<file path="src/rtl/gpio_irq_pkg.sv">
package gpio_irq_pkg;

  typedef enum logic [1:0] {
    WOP_NONE = 2'd0,
    WOP_LOAD = 2'd1,
    WOP_SET  = 2'd2,
    WOP_CLR  = 2'd3
  } wop_e;

  localparam logic [7:0] OFS_LOAD = 8'h00;
  localparam logic [7:0] OFS_SET  = 8'h04;
  localparam logic [7:0] OFS_CLR  = 8'h08;

  // index of each writable register in the generated bank
  localparam int IDX_OUT   = 0;
  localparam int IDX_OE    = 1;
  localparam int IDX_ROUTE = 2;
  localparam int IDX_IEN   = 3;
  localparam int IDX_LVL   = 4;
  localparam int IDX_POL   = 5;
  localparam int NWREG     = 6;

  function automatic wop_e op_of(input logic sel, input logic [7:0] low);
    if (!sel)                  return WOP_NONE;
    else if (low == OFS_LOAD)  return WOP_LOAD;
    else if (low == OFS_SET)   return WOP_SET;
    else if (low == OFS_CLR)   return WOP_CLR;
    else                       return WOP_NONE;
  endfunction

endpackage

</file>
<file path="src/rtl/gpio_sync.sv">
module gpio_sync #(
  parameter int W      = 32,
  parameter int STAGES = 2
) (
  input  logic         clk,
  input  logic         rst,
  input  logic [W-1:0] din,
  output logic [W-1:0] dout
);
  logic [W-1:0] st [STAGES];

  always_ff @(posedge clk) begin
    if (rst) begin
      for (int i = 0; i < STAGES; i++) st[i] <= '0;
    end else begin
      st[0] <= din;
      for (int i = 1; i < STAGES; i++) st[i] <= st[i-1];
    end
  end

  assign dout = st[STAGES-1];
endmodule

</file>
<file path="src/rtl/gpio_wreg.sv">
module gpio_wreg
  import gpio_irq_pkg::*;
#(
  parameter int W = 32
) (
  input  logic         clk,
  input  logic         rst,
  input  wop_e         op,
  input  logic [W-1:0] wdata,
  output logic [W-1:0] q,
  output logic [W-1:0] nxt
);
  always_comb begin
    unique case (op)
      WOP_LOAD: nxt = wdata;
      WOP_SET:  nxt = q | wdata;
      WOP_CLR:  nxt = q & ~wdata;
      default:  nxt = q;
    endcase
  end

  always_ff @(posedge clk) begin
    if (rst) q <= '0;
    else     q <= nxt;
  end
endmodule

</file>
<file path="src/rtl/gpio_irq_det.sv">
module gpio_irq_det #(
  parameter int W = 32
) (
  input  logic         clk,
  input  logic         rst,
  input  logic [W-1:0] cur,
  input  logic [W-1:0] route,
  input  logic [W-1:0] lvl,
  input  logic [W-1:0] pol,
  input  logic         clr_en,
  input  logic [W-1:0] clr_mask,
  output logic [W-1:0] stat_q,
  output logic [W-1:0] stat_nxt
);
  logic [W-1:0] prev;
  logic [W-1:0] rise, fall, edge_hit, lvl_hit, hit, clr_bits;

  always_comb begin
    rise     = cur & ~prev;
    fall     = ~cur & prev;
    edge_hit = (pol & rise) | (~pol & fall);
    lvl_hit  = ~(cur ^ pol);
    hit      = route & ((lvl & lvl_hit) | (~lvl & edge_hit));
    clr_bits = clr_en ? clr_mask : '0;
    // detection takes precedence over a same-cycle clear
    stat_nxt = (stat_q & ~clr_bits) | hit;
  end

  always_ff @(posedge clk) begin
    if (rst) begin
      prev   <= '0;
      stat_q <= '0;
    end else begin
      prev   <= cur;
      stat_q <= stat_nxt;
    end
  end
endmodule

</file>
<file path="src/rtl/gpio_irq_port.sv">
module gpio_irq_port
  import gpio_irq_pkg::*;
#(
  parameter int NPIN = 32,
  parameter int AW   = 12,
  parameter int SYNC_STAGES = 2,
  parameter logic [AW-1:0] BASE_OUT   = 12'h000,
  parameter logic [AW-1:0] BASE_IN    = 12'h200,
  parameter logic [AW-1:0] BASE_OE    = 12'h400,
  parameter logic [AW-1:0] BASE_ROUTE = 12'h900,
  parameter logic [AW-1:0] BASE_IEN   = 12'hA00,
  parameter logic [AW-1:0] BASE_LVL   = 12'hB00,
  parameter logic [AW-1:0] BASE_POL   = 12'hC00,
  parameter logic [AW-1:0] BASE_STAT  = 12'hD00
) (
  input  logic            clk,
  input  logic            rst,
  input  logic [AW-1:0]   addr,
  input  logic [NPIN-1:0] wdata,
  input  logic            wr,
  input  logic            rd,
  output logic [NPIN-1:0] rdata,
  input  logic [NPIN-1:0] pin_i,
  output logic [NPIN-1:0] pad_o,
  output logic [NPIN-1:0] pad_oe,
  output logic            irq
);
  localparam int PW = AW - 8;
  localparam logic [AW-1:0] WBASE [NWREG] =
    '{BASE_OUT, BASE_OE, BASE_ROUTE, BASE_IEN, BASE_LVL, BASE_POL};

  logic [PW-1:0]   page;
  logic [7:0]      low;
  logic [NPIN-1:0] regs_q   [NWREG];
  logic [NPIN-1:0] regs_nxt [NWREG];
  logic [NPIN-1:0] pin_s;
  logic [NPIN-1:0] stat_q, stat_nxt;
  logic [NPIN-1:0] ien_q, route_q;
  logic            clr_en;

  assign page = addr[AW-1:8];
  assign low  = addr[7:0];

  gpio_sync #(.W(NPIN), .STAGES(SYNC_STAGES)) u_sync (
    .clk(clk), .rst(rst), .din(pin_i), .dout(pin_s)
  );

  for (genvar g = 0; g < NWREG; g++) begin : g_reg
    wop_e op;
    assign op = op_of(wr && (page == WBASE[g][AW-1:8]), low);
    gpio_wreg #(.W(NPIN)) u_reg (
      .clk(clk), .rst(rst), .op(op), .wdata(wdata),
      .q(regs_q[g]), .nxt(regs_nxt[g])
    );
  end

  assign clr_en = (op_of(wr && (page == BASE_STAT[AW-1:8]), low) == WOP_CLR);

  gpio_irq_det #(.W(NPIN)) u_det (
    .clk(clk), .rst(rst), .cur(pin_s),
    .route(regs_q[IDX_ROUTE]), .lvl(regs_q[IDX_LVL]), .pol(regs_q[IDX_POL]),
    .clr_en(clr_en), .clr_mask(wdata),
    .stat_q(stat_q), .stat_nxt(stat_nxt)
  );

  assign ien_q   = regs_q[IDX_IEN];
  assign route_q = regs_q[IDX_ROUTE];
  assign pad_o   = regs_q[IDX_OUT];
  assign pad_oe  = regs_q[IDX_OE];

  always_ff @(posedge clk) begin
    if (rst) irq <= 1'b0;
    else     irq <= |(stat_nxt & regs_nxt[IDX_IEN]);
  end

  always_ff @(posedge clk) begin
    if (rst) begin
      rdata <= '0;
    end else if (rd) begin
      rdata <= '0;
      if (page == BASE_IN[AW-1:8])   rdata <= pin_s;
      if (page == BASE_STAT[AW-1:8]) rdata <= stat_q;
      for (int i = 0; i < NWREG; i++)
        if (page == WBASE[i][AW-1:8]) rdata <= regs_q[i];
    end
  end
endmodule

</file>
<file path="config.mk">
export PLATFORM = sky130hd
export DESIGN_NAME = gpio_irq_port
export DESIGN_NICKNAME = d
export VERILOG_FILES = /design/src/rtl/gpio_irq_pkg.sv /design/src/rtl/gpio_sync.sv /design/src/rtl/gpio_wreg.sv /design/src/rtl/gpio_irq_det.sv /design/src/rtl/gpio_irq_port.sv
export SDC_FILE = /design/constraint.sdc
export NUM_CORES = 1
export LEC_CHECK = 0
export ABC_AREA = 1
export BUFFER_PORTS_ARGS = -buffer_cell sky130_fd_sc_hd__buf_2
export CAP_MARGIN = 20
export CELL_PAD_IN_SITES_DETAIL_PLACEMENT = 2
export CELL_PAD_IN_SITES_GLOBAL_PLACEMENT = 2
export CORE_ASPECT_RATIO = 1.75
export CORE_MARGIN = 1
export CORE_UTILIZATION = 29
export CTS_BUF_LIST = sky130_fd_sc_hd__clkbuf_16
export DETAILED_ROUTE_END_ITERATION = 8
export PLACE_DENSITY_LB_ADDON = 0.1
export SLEW_MARGIN = 0
export SYNTH_ARGS = -nofsm -noshare
export SYNTH_HDL_FRONTEND = slang
export SYNTH_SLANG_ARGS = --single-unit
</file>
<file path="constraint.sdc">
create_clock -name clk -period 1.8 [get_ports clk]
set_input_delay 0.27 -clock clk [delete_from_list [all_inputs] [get_ports clk]]
set_output_delay 0.27 -clock clk [all_outputs]
set_load 0.1 [all_outputs]
</file>
== Word level (Yosys, flattened, before mapping) ==
Memory sizes are Yosys's and may differ from the RTL's.
Index checks and enable logic that the tools add are counted.

* Output and inout port bits: 97
* Bits in latches: 0
* Bits in read-only memories: 0
* Memories kept: 1
* Flip-flop bits (word level): 289
* Bits in writable memories: 64
* Input bits: 80
* Logic and storage cells: 118

* Muxes and demuxes: 30
* Order comparisons: 0
* Add/subtract/negate cells: 0
* Equal/unequal tests: 28
* Div/mod/pow operators: 0
* Reductions and logical operators: 15
* Shift operators: 0
* Bitwise gates (word level): 34
* Multiply operators: 0

{| class="wikitable"
|+ Memories
! memory !! words !! width !! read ports !! clocked after memory_dff !! wr ports !! RTL line !! text
|-
| u_sync.st || 2 || 32 || 2 || 0 || 2 || gpio_sync.sv:10 || <nowiki>logic [W-1:0] st [STAGES];</nowiki>
|}

{| class="wikitable"
|+ Operators by type and width
! kind !! count
|-
| $pmux 32 s3 || 6
|-
| $and 32x32->32 || 15
|-
| $mux 32 || 11
|-
| $or 32x32->32 || 9
|-
| $not 32->32 || 7
|-
| $reduce_or 32->1 || 1
|-
| $xor 32x32->32 || 1
|-
| $eq 2x2->1 const B || 13
|-
| $eq 4x4->1 const B || 5
|-
| $mux 2 || 10
|-
| $reduce_bool 3->1 || 5
|-
| $eq 2x1->1 const B || 6
|-
| $eq 8x3->1 const B || 1
|-
| $eq 8x4->1 const B || 1
|-
| $logic_not 8->1 || 1
|-
| $logic_and 1x1->1 || 7
|-
| $eq 4x2->1 const B || 1
|-
| $eq 4x3->1 const B || 1
|-
| $logic_not 4->1 || 1
|-
| $mux 1 || 3
|-
| $or 1x1->1 || 2
|}

== Longest topological paths before layout ==
Gate-level depths: netlist of run 1.

* Word-level depth: 12
* Depth in mapped cells: 16
* Depth with buffers taken out: 14

== Hierarchy ==
Synthesis of run 1 repeated with hierarchy kept, for this count alone.

* Cells, all modules: 3253
* Area, all modules: 21184.1 um^2

{| class="wikitable"
|+ Modules (own cells, without submodules)
! module !! area each (um^2) !! cells an instance !! times used
|-
| gpio_wreg || 1935.6 || 276 || 6
|-
| gpio_irq_port || 4020.1 || 748 || 1
|-
| gpio_irq_det || 3469.6 || 618 || 1
|-
| gpio_sync || 2080.7 || 231 || 1
|}

== Worst setup path after synthesis of run 1 ==
Ideal clock, no wire load.

* Kind: input port to flip-flop
* Start point: input addr[7]
* End point: register irq
* Slack: 37 ps
* Path buffers: 1
* Arrival time: 1631 ps
* Setup time: 132 ps
* Stages on the path: 13
* Path through: nor2_1 nand3_1 nor2_2 nand2_1 clkbuf_1 o21ai_0 nand2_1 nand2_1 nand2_1 nor2_1 nand2_1 nor2_1 a21oi_1

* Cells in the longest elaborated chain, start to end: 12
* Elaborated cells on any way between the ends: 19

{| class="wikitable"
|+ Ends and longest elaborated chain
! item !! RTL line !! text
|-
| start, declared || gpio_irq_port.sv:18 || <nowiki>input logic [AW-1:0] addr,</nowiki>
|-
| $eq 8x4->1 || gpio_irq_pkg.sv:27 || <nowiki>else if (low == OFS_CLR) return WOP_CLR;</nowiki>
|-
| $mux 2 || gpio_irq_pkg.sv:27 ||
|-
| $mux 2 || gpio_irq_pkg.sv:26 || <nowiki>else if (low == OFS_SET) return WOP_SET;</nowiki>
|-
| $mux 2 (*) || gpio_irq_pkg.sv:25 || <nowiki>else if (low == OFS_LOAD) return WOP_LOAD;</nowiki>
|-
| $mux 2 || gpio_irq_pkg.sv:24 || <nowiki>if (!sel) return WOP_NONE;</nowiki>
|-
| $eq 2x2->1 || gpio_irq_port.sv:57 || <nowiki>assign clr_en = (op_of(wr && (page == BASE_STAT[AW-1:8]), low) == WOP_CLR);</nowiki>
|-
| $mux 32 || gpio_irq_det.sv:24 || <nowiki>clr_bits = clr_en ? clr_mask : '0;</nowiki>
|-
| $not 32->32 || gpio_irq_det.sv:26 || <nowiki>stat_nxt = (stat_q & ~clr_bits) | hit;</nowiki>
|-
| $and 32x32->32 || gpio_irq_det.sv:26 ||
|-
| $or 32x32->32 || gpio_irq_det.sv:26 ||
|-
| $and 32x32->32 (*) || gpio_irq_port.sv:73 || <nowiki>else irq <= |(stat_nxt & regs_nxt[IDX_IEN]);</nowiki>
|-
| $reduce_or 32->1 (*) || gpio_irq_port.sv:73 ||
|-
| end signal, assigned || gpio_irq_port.sv:73 ||
|-
| end, declared || gpio_irq_port.sv:26 || <nowiki>output logic irq</nowiki>
|}

Every way passes the cells marked *; elsewhere a longest branch is shown, timed or not.
A chain may end at the register's enable or synchronous reset.

== Worst setup path after layout of run 1 ==
* Start point: input addr[5]
* End point: register irq

The elaborated chain is that of the path after synthesis.

==> results of run 1 <==
-- registers in the layout, summed over array words and instances, names as in the netlist --
register and count:
u_det.prev 32, g.u_reg.q 192, u_sync.st 64, irq 1, rdata 32, u_det.stat_q 32
-- layer usage --
metal,wire [um],global-route usage
met1,28130,0.2969
met2,39650,0.5326
met3,2043,0.02686
met4,3302,0.1228
met5,14,0
-- worst min-delay path: cells and delay by family --
kind / cells / cell delay, ps
and+or+nand+nor: 1 / 80
AOI/OAI and AO/OA: 1 / 50
buffers and inverters: 1 / 150
-- cell type report --
class | count | area [sq um] | share of cell area
clock buffers | 39 | 975.9 | 0.04833
inverters | 179 | 671.9 | 0.03327
well taps | 672 | 840.8 | 0.04164
repair buffers | 417 | 3408 | 0.1688
multi-input cells | 1498 | 7023 | 0.3478
flip-flops and latches | 353 | 7067 | 0.3499
clock inverters | 28 | 205.2 | 0.01016
diodes | 1 | 2.502 | 0.0001239
-- placed cells by master (no fill, tap or decap), drive strengths merged, types with 6 or more instances in the layout --
master / n
dlygate4sd3: 31
clkbuf: 41
buf: 384
inv: 187
o21ai: 222
a21oi: 295
o211ai: 31
nand4: 8
nand3: 87
nand3b: 6
nor2: 165
o221ai: 19
o31ai: 32
and3: 6
dfxtp: 353
nand2: 619
clkinv: 16
-- stage by stage --
step,total power (uW),cells,util
after global placement,9133,3082,0.3600
final,16860,3187,0.3923
after detailed placement,9158,3082,0.3600
after global routing,17400,3186,0.3923
after floorplan,8554,2164,-
after CTS,17060,3181,0.3896
-- report_power, final --
part,internal [uW],switching [uW]
logic,362,720
clock network,4350,3470
registers,7910,55.8
total,12600,4240
-- kinds of logic after synthesis --
family,after synthesis,synth area share
AND/OR/NAND/NOR,896,0.2361
flip-flops,353,0.4681
XOR/XNOR,1,0.0005803
buffers and inverters,313,0.08040
AO/OA/AOI/OAI,601,0.2148
-- worst min-delay path by stage --
stage	start	to	slack, ps	cells past startpoint
final	wdata[10]	g_reg[1].u_reg.q[10]	50	3
after global routing	pin_i[1]	u_sync.st[0][1]	40	3
after CTS	wdata[1]	g_reg[1].u_reg.q[1]	20	3
after detailed placement	u_sync.st[0][26]	u_sync.st[0][58]	400	2
after global placement	u_sync.st[0][27]	u_sync.st[0][59]	390	2
after floorplan	pin_i[0]	u_sync.st[0][0]	380	2
-- timing repair --
action                     in CTS  in global routing
setup endpoints to repair       1                  1
buffers inserted                1                  3
gates cloned                    0                  3
pin swaps                       1                 10
gates resized for setup         9                 21
hold buffers                   31                  0
hold endpoints to repair       31                  0
==> results.txt, run 1 <==
Outcome = complete, no violations
Starting DRT DRC Count = 625
Final std cell area, no fill = 0.02019 sq mm
Cell depth of the worst setup path = 16
Library cell with the highest instance count after synthesis = nand2_1
Detailed-route vias per instance = 5.209
Critical Path Sink = irq
Share of the clock period used by the worst path = 0.9543
Die ar. = 0.05301 sq mm
Rows = 110
Top_reg_cell synth = dfxtp_1
Layout cells sized above 1 = 0.1917
Cell Area, Synth = 0.01510 sq mm
Leading cell types by total area after synthesis = dfxtp_1 (47%), nand2_1 (15%), a21oi_1 (9.8%)
Final hold violation count = 0
CTS H-tree lvls = 2
TritonCTS clock tree = built
Power density over the cells = 835.1 mW/mm^2
Master of the slowest instance on the critical path = nor3_4
Max VDD drop = 0.5792 mV
Die Height = 303.8 um
Worst setup path start = addr[5]
Worst Reg-to-Reg Cells = 10
Asr flop ratio synth = 0
Maximum cell stage delay along the critical path = 220 ps
Data arrival time of the critical path = 2150 ps
RR Startpoint = g_reg[4].u_reg.q[12]
Wire length of the first global-routing pass = 111300 um
Count of state elements after synthesis = 353
Slew at the pin closest to its max-slew limit = 544.4 ps
Post-Syn Nets = 2244
Synth Warn # = 0
Worst setup slack before clock tree synthesis = -679.6 ps
Post-Route Hold Slack = 54.26 ps
Effective utilization at floorplan = 0.2933
Nets = 2567
Highest net fanout along the worst path = 8
Number of global-route vias before repair = 18701
Max transition margin = 0.6370
Worst min-delay path category = in2reg
CTS Buffer Depth = 3
Total of max-cap violations = 0
Antenna violations before repair = 2
Final HPWL DP = 51560 um
Clock-pin slew of the registers on the worst-case setup and hold paths = 60 ps
Via count = 16600
Mean Syn Cell Area = 6.976 sq um
Max Clock Skew = 15.47 ps
Maximum number of pins on one net before global-route repair = 54
Top post-synthesis cells by count = nand2_1 (619), dfxtp_1 (353), a21oi_1 (295), o21ai_0 (210), inv_1 (175)
Cell count after synthesis = 2164
Time the final worst path needs with I/O delays and setup = 1718 ps
Cell type with the largest total area after synthesis = dfxtp_1
Total wire length after detailed routing = 73140 um
Overall fraction of global-route tracks in use = 0.2758
Setup slack of the critical path after layout = 82.18 ps
Count of pins on the block boundary = 177
Nature of the critical path endpoint = flip-flop
Register-to-register path setup slack = 210 ps
# fillers = 6111
Timing-limited maximum frequency = 582.1 MHz
Clock insertion delay at the later pin of the skew report = 550 ps
Cells along the critical path = buf_2 -> nor2_4 -> nand3_4 -> buf_4 -> nor3_4 -> buf_12 -> clkbuf_16 -> nand2_1 -> nand2_1 -> nand2_1 -> nand2_1 -> nand2_1 -> nor2_1 -> nand2_1 -> nor2_4 -> a21oi_1
Leak = 0.008478 uW
Number of sinks handled by clock tree synthesis = 353
DRT Pass-1 Iters = 4
Floorplan die width = 174.5 um
Buffer and inverter count on the worst path = 4
Worst r2r dst = irq
Number of enable-type register cells in the synthesized netlist = 0
Placement-stage cell area = 0.01853 sq mm
Kind of start point of the critical path = input port
# port buffers = 176
Final sum of negative setup slack = 0 ps
Count of different cell masters after synthesis = 26
Core region area = 0.05147 sq mm
RePlAce Congestion = 0.8183
Number of buffers added by the clock tree synthesis step = 38
Post-detailed-route count of antenna-violating nets = 0
Cell type group with the largest total delay on the critical path = simple AND/OR/NAND/NOR gates
Setup-failing EPs final = 0
Global-route congestion overflow total = 0
Crit path kind = in2reg
Post-synth top area share = 0.4681
Area growth from synthesis to layout = 33.78%
WL per Instance = 22.95 um
Sequential element share of the synthesized area = 0.4681
Library cell used as clock root buffer = clkbuf_16
Final-report max-slew violation count = 0
Post-route DRC violation count = 0
Most prevalent standard cell on the critical path = nand2_1
Critical path required time = 2230 ps
No activity file was read; power rests on OpenSTA's default activity.
==> inputs of run 2 (changes only) <==
==> constraint.sdc (replaced) <==
create_clock -name clk -period 1.8 [get_ports clk]
set_input_delay 0.09 -clock clk [delete_from_list [all_inputs] [get_ports clk]]
set_output_delay 0.09 -clock clk [all_outputs]
set_load 0.1 [all_outputs]
==> run 2 against run 1 <==
Net effect: routed wire length decreased by 2.2%; cell count increased by 0.50%; total power increased by 0.67%; first-iteration DRC count increased by 2.9%; flip-flop and latch count unchanged; die area unchanged; hold slack about the same; worst setup slack improved by 68 ps; combinational power about the same; non-clock buffer count increased by 18; largest cell class unchanged.
==> results.txt, run 2 (same netlist as run 1, synthesis figures left out) <==
Net switching power of the design = 4203 uW (was 4242 uW)
Power, Total = 16980 uW (was 16860 uW)
Post-detailed-route count of antenna-violating nets = 0 (unchanged)
Timing-limited maximum frequency = 606.0 MHz (was 582.1 MHz)
Kind of start point of the critical path = flip-flop (was input port)
DRT Pass-1 Iters = 5 (was 4)
Number of buffers added by the clock tree synthesis step = 38 (unchanged)
Nature of the critical path endpoint = flip-flop (unchanged)
Placement-stage cell area = 0.01839 sq mm (was 0.01853 sq mm)
Combinational fraction of design power = 0.064 (about the same)
Area growth from synthesis to layout = 34.19% (was 33.78%)
Final std cell area, no fill = 0.02026 sq mm (was 0.02019 sq mm)
Starting DRT DRC Count = 643 (was 625)
Largest Register = g.u_reg.q (unchanged)
Number of global-route vias before repair = 18641 (was 18701)
TritonCTS clock tree = built (unchanged)
Post-route DRC violation count = 0 (unchanged)
Max VDD drop = 0.6735 mV (was 0.5792 mV)
Leading registers by flop count = g.u_reg.q (192), u_sync.st (64) (unchanged)
Data arrival time of the critical path = 2080 ps (was 2150 ps)
Core region area = 0.05147 sq mm (unchanged)
Post-CTS repair timing setup buffer count = 0 (was 1)
Layout cells sized above 1 = 0.1794 (was 0.1917)
Clock insertion delay at the later pin of the skew report = 540 ps (was 550 ps)
Worst min-delay path category = in2reg (unchanged)
Die ar. = 0.05301 sq mm (unchanged)
Buffer and inverter count on the worst path = 1 (was 4)
Sequential group share of total power = 0.469 (was 0.472)
Antenna violations before repair = 0 (was 2)
Final-report max-slew violation count = 0 (unchanged)
Highest net fanout along the worst path = 2 (was 8)
Clock group share of total power = 0.468 (was 0.464)
Total wire length after detailed routing = 71560 um (was 73140 um)
Final hold violation count = 0 (unchanged)
Overall fraction of global-route tracks in use = 0.2696 (was 0.2758)
WL per Instance = 22.34 um (was 22.95 um)
CTS Buffer Depth = 3 (unchanged)
Setup-failing EPs final = 0 (unchanged)
Count of pins on the block boundary = 177 (unchanged)
Worst hold path depth = 4 (was 3)
Rows = 110 (unchanged)
Via count = 16529 (was 16600)
Worst r2r dst = irq (unchanged)
Critical Path Sink = irq (unchanged)
Cell depth of the worst setup path = 11 (was 16)
Number of sinks handled by clock tree synthesis = 353 (unchanged)
Final HPWL DP = 50640 um (was 51560 um)
CTS H-tree lvls = 2 (unchanged)
Time the final worst path needs with I/O delays and setup = 1650 ps (was 1718 ps)
Floorplan die width = 174.5 um (unchanged)
Cell type group with the largest total delay on the critical path = simple AND/OR/NAND/NOR gates (unchanged)
Max Clock Skew = 15.37 ps (was 15.47 ps)
Global-route congestion overflow total = 0 (unchanged)
Final sum of negative setup slack = 0 ps (unchanged)
Detailed-route vias per instance = 5.160 (was 5.209)
# port buffers = 176 (unchanged)
Power density over the cells = 838.1 mW/mm^2 (was 835.1 mW/mm^2)
Worst setup path start = u_det.prev[11] (was addr[5])
Post-Route Hold Slack = 54.47 ps (was 54.26 ps)
Commonest cells after routing, fill and taps aside = nand2_1 (614), dfxtp_1 (353), a21oi_1 (294) (was nand2_1 (609), dfxtp_1 (353), a21oi_1 (294))
Flip-flop count of the largest register, all copies and words added = 192 (unchanged)
Wire length of the first global-routing pass = 109300 um (was 111300 um)
Master of the slowest instance on the critical path = dfxtp_1 (was nor3_4)
Leak = 0.008489 uW (was 0.008478 uW)
Sw Share = 0.2476 (was 0.2515)
Outcome = complete, no violations (unchanged)
RePlAce Congestion = 0.8299 (was 0.8183)
Maximum number of pins on one net before global-route repair = 71 (was 54)
Maximum cell stage delay along the critical path = 330 ps (was 220 ps)
Register-to-register path setup slack = 150 ps (was 210 ps)
Critical path required time = 2230 ps (about the same)
Total of max-cap violations = 0 (unchanged)
Slew at the pin closest to its max-slew limit = 526.9 ps (was 544.4 ps)
Effective utilization at floorplan = 0.2933 (unchanged)
RR Startpoint = u_det.prev[11] (was g_reg[4].u_reg.q[12])
Most prevalent standard cell on the critical path = nand2_1 (unchanged)
Clock-pin slew of the registers on the worst-case setup and hold paths = 60 ps (about the same)
Count of antenna diodes in the layout = 0 (was 1)
Max transition margin = 0.6487 (was 0.6370)
Nets = 2585 (was 2567)
Die Height = 303.8 um (unchanged)
Library cell used as clock root buffer = clkbuf_16 (unchanged)
Share of the clock period used by the worst path = 0.9168 (was 0.9543)
Cell internal power dissipation = 12770 uW (was 12620 uW)
Worst Reg-to-Reg Cells = 11 (was 10)
Crit path kind = reg2reg (was in2reg)
Setup repair after global routing missed its margin = no
Cells along the critical path = inv_1 -> o211ai_1 -> o31ai_1 -> nand2_1 -> nand2_1 -> nand2_1 -> nand2_1 -> nor2_1 -> nand2_1 -> nor2_1 -> a21oi_1 (was buf_2 -> nor2_4 -> nand3_4 -> buf_4 -> nor3_4 -> buf_12 -> clkbuf_16 -> nand2_1 -> nand2_1 -> nand2_1 -> nand2_1 -> nand2_1 -> nor2_1 -> nand2_1 -> nor2_4 -> a21oi_1)
Most common library cell in the layout ignoring fill and taps = nand2_1 (unchanged)
## run 2: final cells by class
class | count | area (sq um)
timing repair buffer | 435 | 3526
multi-input combinational | 1498 | 6949
inverter | 179 | 671.9
clock buffer | 39 | 975.9
sequential | 353 | 7067
fill | 6077 | 31220
tap | 672 | 840.8
clock inverter | 27 | 226.5
## run 2: per-stage QoR
stage,utilization,worst slack (ps),instances
finish,0.3935,149.8,3203
global placement,0.3572,-404.7,3071
floorplan,-,217.0,2164
detailed placement,0.3572,-486.4,3071
CTS,0.3934,56.13,3203
global route,0.3935,5.282,3203
## run 2: per-layer routing
metal | share of wire | global-route usage | vias up | wire length, um
li1 | - | - | 7769 | -
met3 | 0.024 | 0.02286 | 141 | 1742
met5 | 0 | 0 | - | 0
met2 | 0.56 | 0.5403 | 297 | 39820
met1 | 0.38 | 0.2836 | 8322 | 27420
met4 | 0.036 | 0.09935 | 0 | 2576
## run 2: worst min-delay path, stage by stage
cell and delay, ps:
buf_2 110, inv_2 180, nand2_1 110, a21oi_1 50
## run 2: what timing repair did
item                                    in CTS  in global routing
endpoints found under the setup margin       0                  1
gates resized for setup                      0                  6
hold buffers                                66                  0
hold endpoints to repair                   218                  0
## run 2: how the worst min path moves through the flow
stage               slack (ps)      from         endpoint
CTS                         30        rd        rdata[13]
finish                      50        rd        rdata[13]
global placement           290  pin_i[6]  u_sync.st[0][6]
detailed placement         300  pin_i[4]  u_sync.st[0][4]
floorplan                  200  pin_i[0]  u_sync.st[0][0]
global route                90        rd        rdata[15]
## run 2: power by group through the flow
stage               clock network, uW  logic [uW]  registers, uW
floorplan                           0         374           8180
global placement                    0         947           8130
detailed placement                  0         968           8130
CTS                              8210        1090           7960
global route                     8460        1150           7960
finish                           7940        1080           7960
==> inputs of run 3 (changes only) <==
CELL_PAD_IN_SITES_DETAIL_PLACEMENT = 1   (was 2)
==> run 3 against run 2 <==
Net effect: first-iteration DRC count is 5.4% lower; hold slack got worse by 2.5 ps; cell count barely moved; clock power is 1% lower; die area is the same; routed wire length decreased by 6.6%; critical path type is now in2reg; largest cell class unchanged; highest routed layer unchanged.
==> results.txt, run 3 (same netlist as run 1, synthesis figures left out) <==
Time the final worst path needs with I/O delays and setup = 1640 ps (was 1650 ps)
Number of buffers added by the clock tree synthesis step = 38 (unchanged)
Clock group share of total power = 0.465 (was 0.468)
Starting DRT DRC Count = 608 (was 643)
Most common library cell in the layout ignoring fill and taps = nand2_1 (unchanged)
Library cell used as clock root buffer = clkbuf_16 (unchanged)
Global-route congestion overflow total = 0 (unchanged)
Sequential group share of total power = 0.472 (was 0.469)
Combinational fraction of design power = 0.063 (was 0.064)
Max VDD drop = 0.5683 mV (was 0.6735 mV)
Leak = 0.008473 uW (was 0.008489 uW)
Kind of start point of the critical path = input port (was flip-flop)
RR Startpoint = u_det.prev[13] (was u_det.prev[11])
Commonest cells after routing, fill and taps aside = nand2_1 (614), dfxtp_1 (353), a21oi_1 (294) (unchanged)
Post-CTS repair timing setup buffer count = 0 (unchanged)
Floorplan die width = 174.5 um (unchanged)
Area growth from synthesis to layout = 34.07% (was 34.19%)
Core region area = 0.05147 sq mm (unchanged)
Die Height = 303.8 um (unchanged)
Net switching power of the design = 4092 uW (was 4203 uW)
Maximum cell stage delay along the critical path = 270 ps (was 330 ps)
Data arrival time of the critical path = 2080 ps (about the same)
Setup slack of the critical path after layout = 159.9 ps (was 149.8 ps)
Crit path kind = in2reg (was reg2reg)
Total wire length after detailed routing = 66830 um (was 71560 um)
Cells along the critical path = buf_2 -> nor2_1 -> nand3_1 -> buf_4 -> nor2_2 -> nand2_1 -> buf_4 -> o21ai_0 -> nand2_1 -> nand2_1 -> nand2_1 -> nor2_1 -> nand2_1 -> nor2_2 -> a21oi_1 (was inv_1 -> o211ai_1 -> o31ai_1 -> nand2_1 -> nand2_1 -> nand2_1 -> nand2_1 -> nor2_1 -> nand2_1 -> nor2_1 -> a21oi_1)
Leading registers by flop count = g.u_reg.q (192), u_sync.st (64) (unchanged)
TritonCTS clock tree = built (unchanged)
Cell depth of the worst setup path = 15 (was 11)
DRT Pass-1 Iters = 6 (was 5)
Overall fraction of global-route tracks in use = 0.2535 (was 0.2696)
Worst r2r dst = irq (unchanged)
Number of sinks handled by clock tree synthesis = 353 (unchanged)
Clock-pin slew of the registers on the worst-case setup and hold paths = 60 ps (about the same)
Final hold violation count = 0 (unchanged)
Clock insertion delay at the later pin of the skew report = 550 ps (was 540 ps)
RePlAce Congestion = 0.8299 (unchanged)
Flip-flop count of the largest register, all copies and words added = 192 (unchanged)
Layout cells sized above 1 = 0.1776 (was 0.1794)
Highest net fanout along the worst path = 6 (was 2)
Total of max-cap violations = 0 (unchanged)
Count of pins on the block boundary = 177 (unchanged)
CTS Buffer Depth = 3 (unchanged)
Detailed-route vias per instance = 5.031 (was 5.160)
Cell type group with the largest total delay on the critical path = simple AND/OR/NAND/NOR gates (unchanged)
Setup repair after global routing missed its margin = no (unchanged)
Cell internal power dissipation = 12760 uW (was 12770 uW)
Power density over the cells = 832.8 mW/mm^2 (was 838.1 mW/mm^2)
Final HPWL DP = 47230 um (was 50640 um)
Rows = 110 (unchanged)
CTS H-tree lvls = 2 (unchanged)
Worst setup slack before clock tree synthesis = -454.7 ps (was -486.4 ps)
Final-report max-slew violation count = 0 (unchanged)
Via count = 16099 (was 16529)
Largest Register = g.u_reg.q (unchanged)
Final sum of negative setup slack = 0 ps (unchanged)
Count of antenna diodes in the layout = 0 (unchanged)
Sw Share = 0.2428 (was 0.2476)
Maximum number of pins on one net before global-route repair = 71 (unchanged)
Max transition margin = 0.6356 (was 0.6487)
Effective utilization at floorplan = 0.2933 (unchanged)
Nets = 2585 (unchanged)
Slew at the pin closest to its max-slew limit = 546.5 ps (was 526.9 ps)
Worst min-delay path category = in2reg (unchanged)
Critical path required time = 2240 ps (was 2230 ps)
Nature of the critical path endpoint = flip-flop (unchanged)
Die ar. = 0.05301 sq mm (unchanged)
Master of the slowest instance on the critical path = o21ai_0 (was dfxtp_1)
Post-detailed-route count of antenna-violating nets = 0 (unchanged)
WL per Instance = 20.88 um (was 22.34 um)
Antenna violations before repair = 0 (unchanged)
Max Clock Skew = 19.23 ps (was 15.37 ps)
Post-route DRC violation count = 0 (unchanged)
Outcome = complete, no violations (unchanged)
Buffer and inverter count on the worst path = 3 (was 1)
Number of global-route vias before repair = 17316 (was 18641)
Wire length of the first global-routing pass = 102700 um (was 109300 um)
Timing-limited maximum frequency = 609.7 MHz (was 606.0 MHz)
Register-to-register path setup slack = 170 ps (was 150 ps)
Setup-failing EPs final = 0 (unchanged)
Final core occ = 0.3932 (was 0.3935)
Critical Path Sink = irq (unchanged)
Worst Reg-to-Reg Cells = 11 (unchanged)
Most prevalent standard cell on the critical path = nand2_1 (unchanged)
Worst setup path start = addr[1] (was u_det.prev[11])
Share of the clock period used by the worst path = 0.9112 (was 0.9168)
# port buffers = 176 (unchanged)
[run 3: changes by cell type in the layout (fill, tap and decap cells not counted)]
cell and delta:
clkinv_2 -3, o21ai_0 +3, o21ai_1 -3, clkinv_1 +2, inv_1 -2, nor2_1 +2, nor2_2 -2, clkinv_4 +1
clkinvlp_4 -1
[run 3: area by class of cell]
class                   instances  area, sq um
fillers                      6405        31240
clock inverters                24        212.7
flip-flops and latches        353         7067
repair buffers                435         3526
inverters                     179        671.9
multi-input cells            1498         6944
well taps                     672        840.8
clock buffers                  39        975.9
[run 3: power by group through the flow]
stage	Sequential (uW)	Clock [uW]	Combinational (uW)
detailed placement	8130	0	955
global route	7960	8380	1140
global placement	8130	0	947
floorplan	8180	0	374
finish	7960	7840	1060
CTS	7960	8080	1070
[run 3: tightest hold or removal path, cell delays in order]
cell     delay [ps]
buf_2           120
inv_2           170
nand2_1         110
a21oi_1          60
[run 3: how the worst min path moves through the flow]
| stage | endpoint | slack (ps) | cells past startpoint | start |
|---|---|---|---|---|
| after global placement | u_sync.st[0][6] | 290 | 3 | pin_i[6] |
| after CTS | rdata[21] | 30 | 4 | rd |
| final | rdata[21] | 50 | 4 | rd |
| after global routing | rdata[21] | 100 | 4 | rd |
| after floorplan | u_sync.st[0][0] | 200 | 2 | pin_i[0] |
| after detailed placement | u_sync.st[0][4] | 300 | 3 | pin_i[4] |
[run 3: metal layers]
metal,global-route usage,up-vias,part of all wire
met5,0,-,0
met4,0.09078,0,0.034
met3,0.02424,126,0.025
met2,0.4899,281,0.54
met1,0.2810,7935,0.40
li1,-,7757,-
[run 3: through the flow]
stage                     cells  hold WS [ps]  total power, uW  instance area (sq um)
after global routing       3200         95.25            17480                  20240
final                      3200         51.92            16850                  20240
after global placement     3071         288.4             9076                  18390
after floorplan            2164         197.0             8554                  15100
after detailed placement   3071         301.2             9086                  18390
after CTS                  3200         30.31            17100                  20240
[run 3: timing repair]
action                     4_1_cts  5_1_grt
hold endpoints to repair       224        0
resized for setup                0        1
hold buffers                    66        0
setup endpoints to repair        0        1
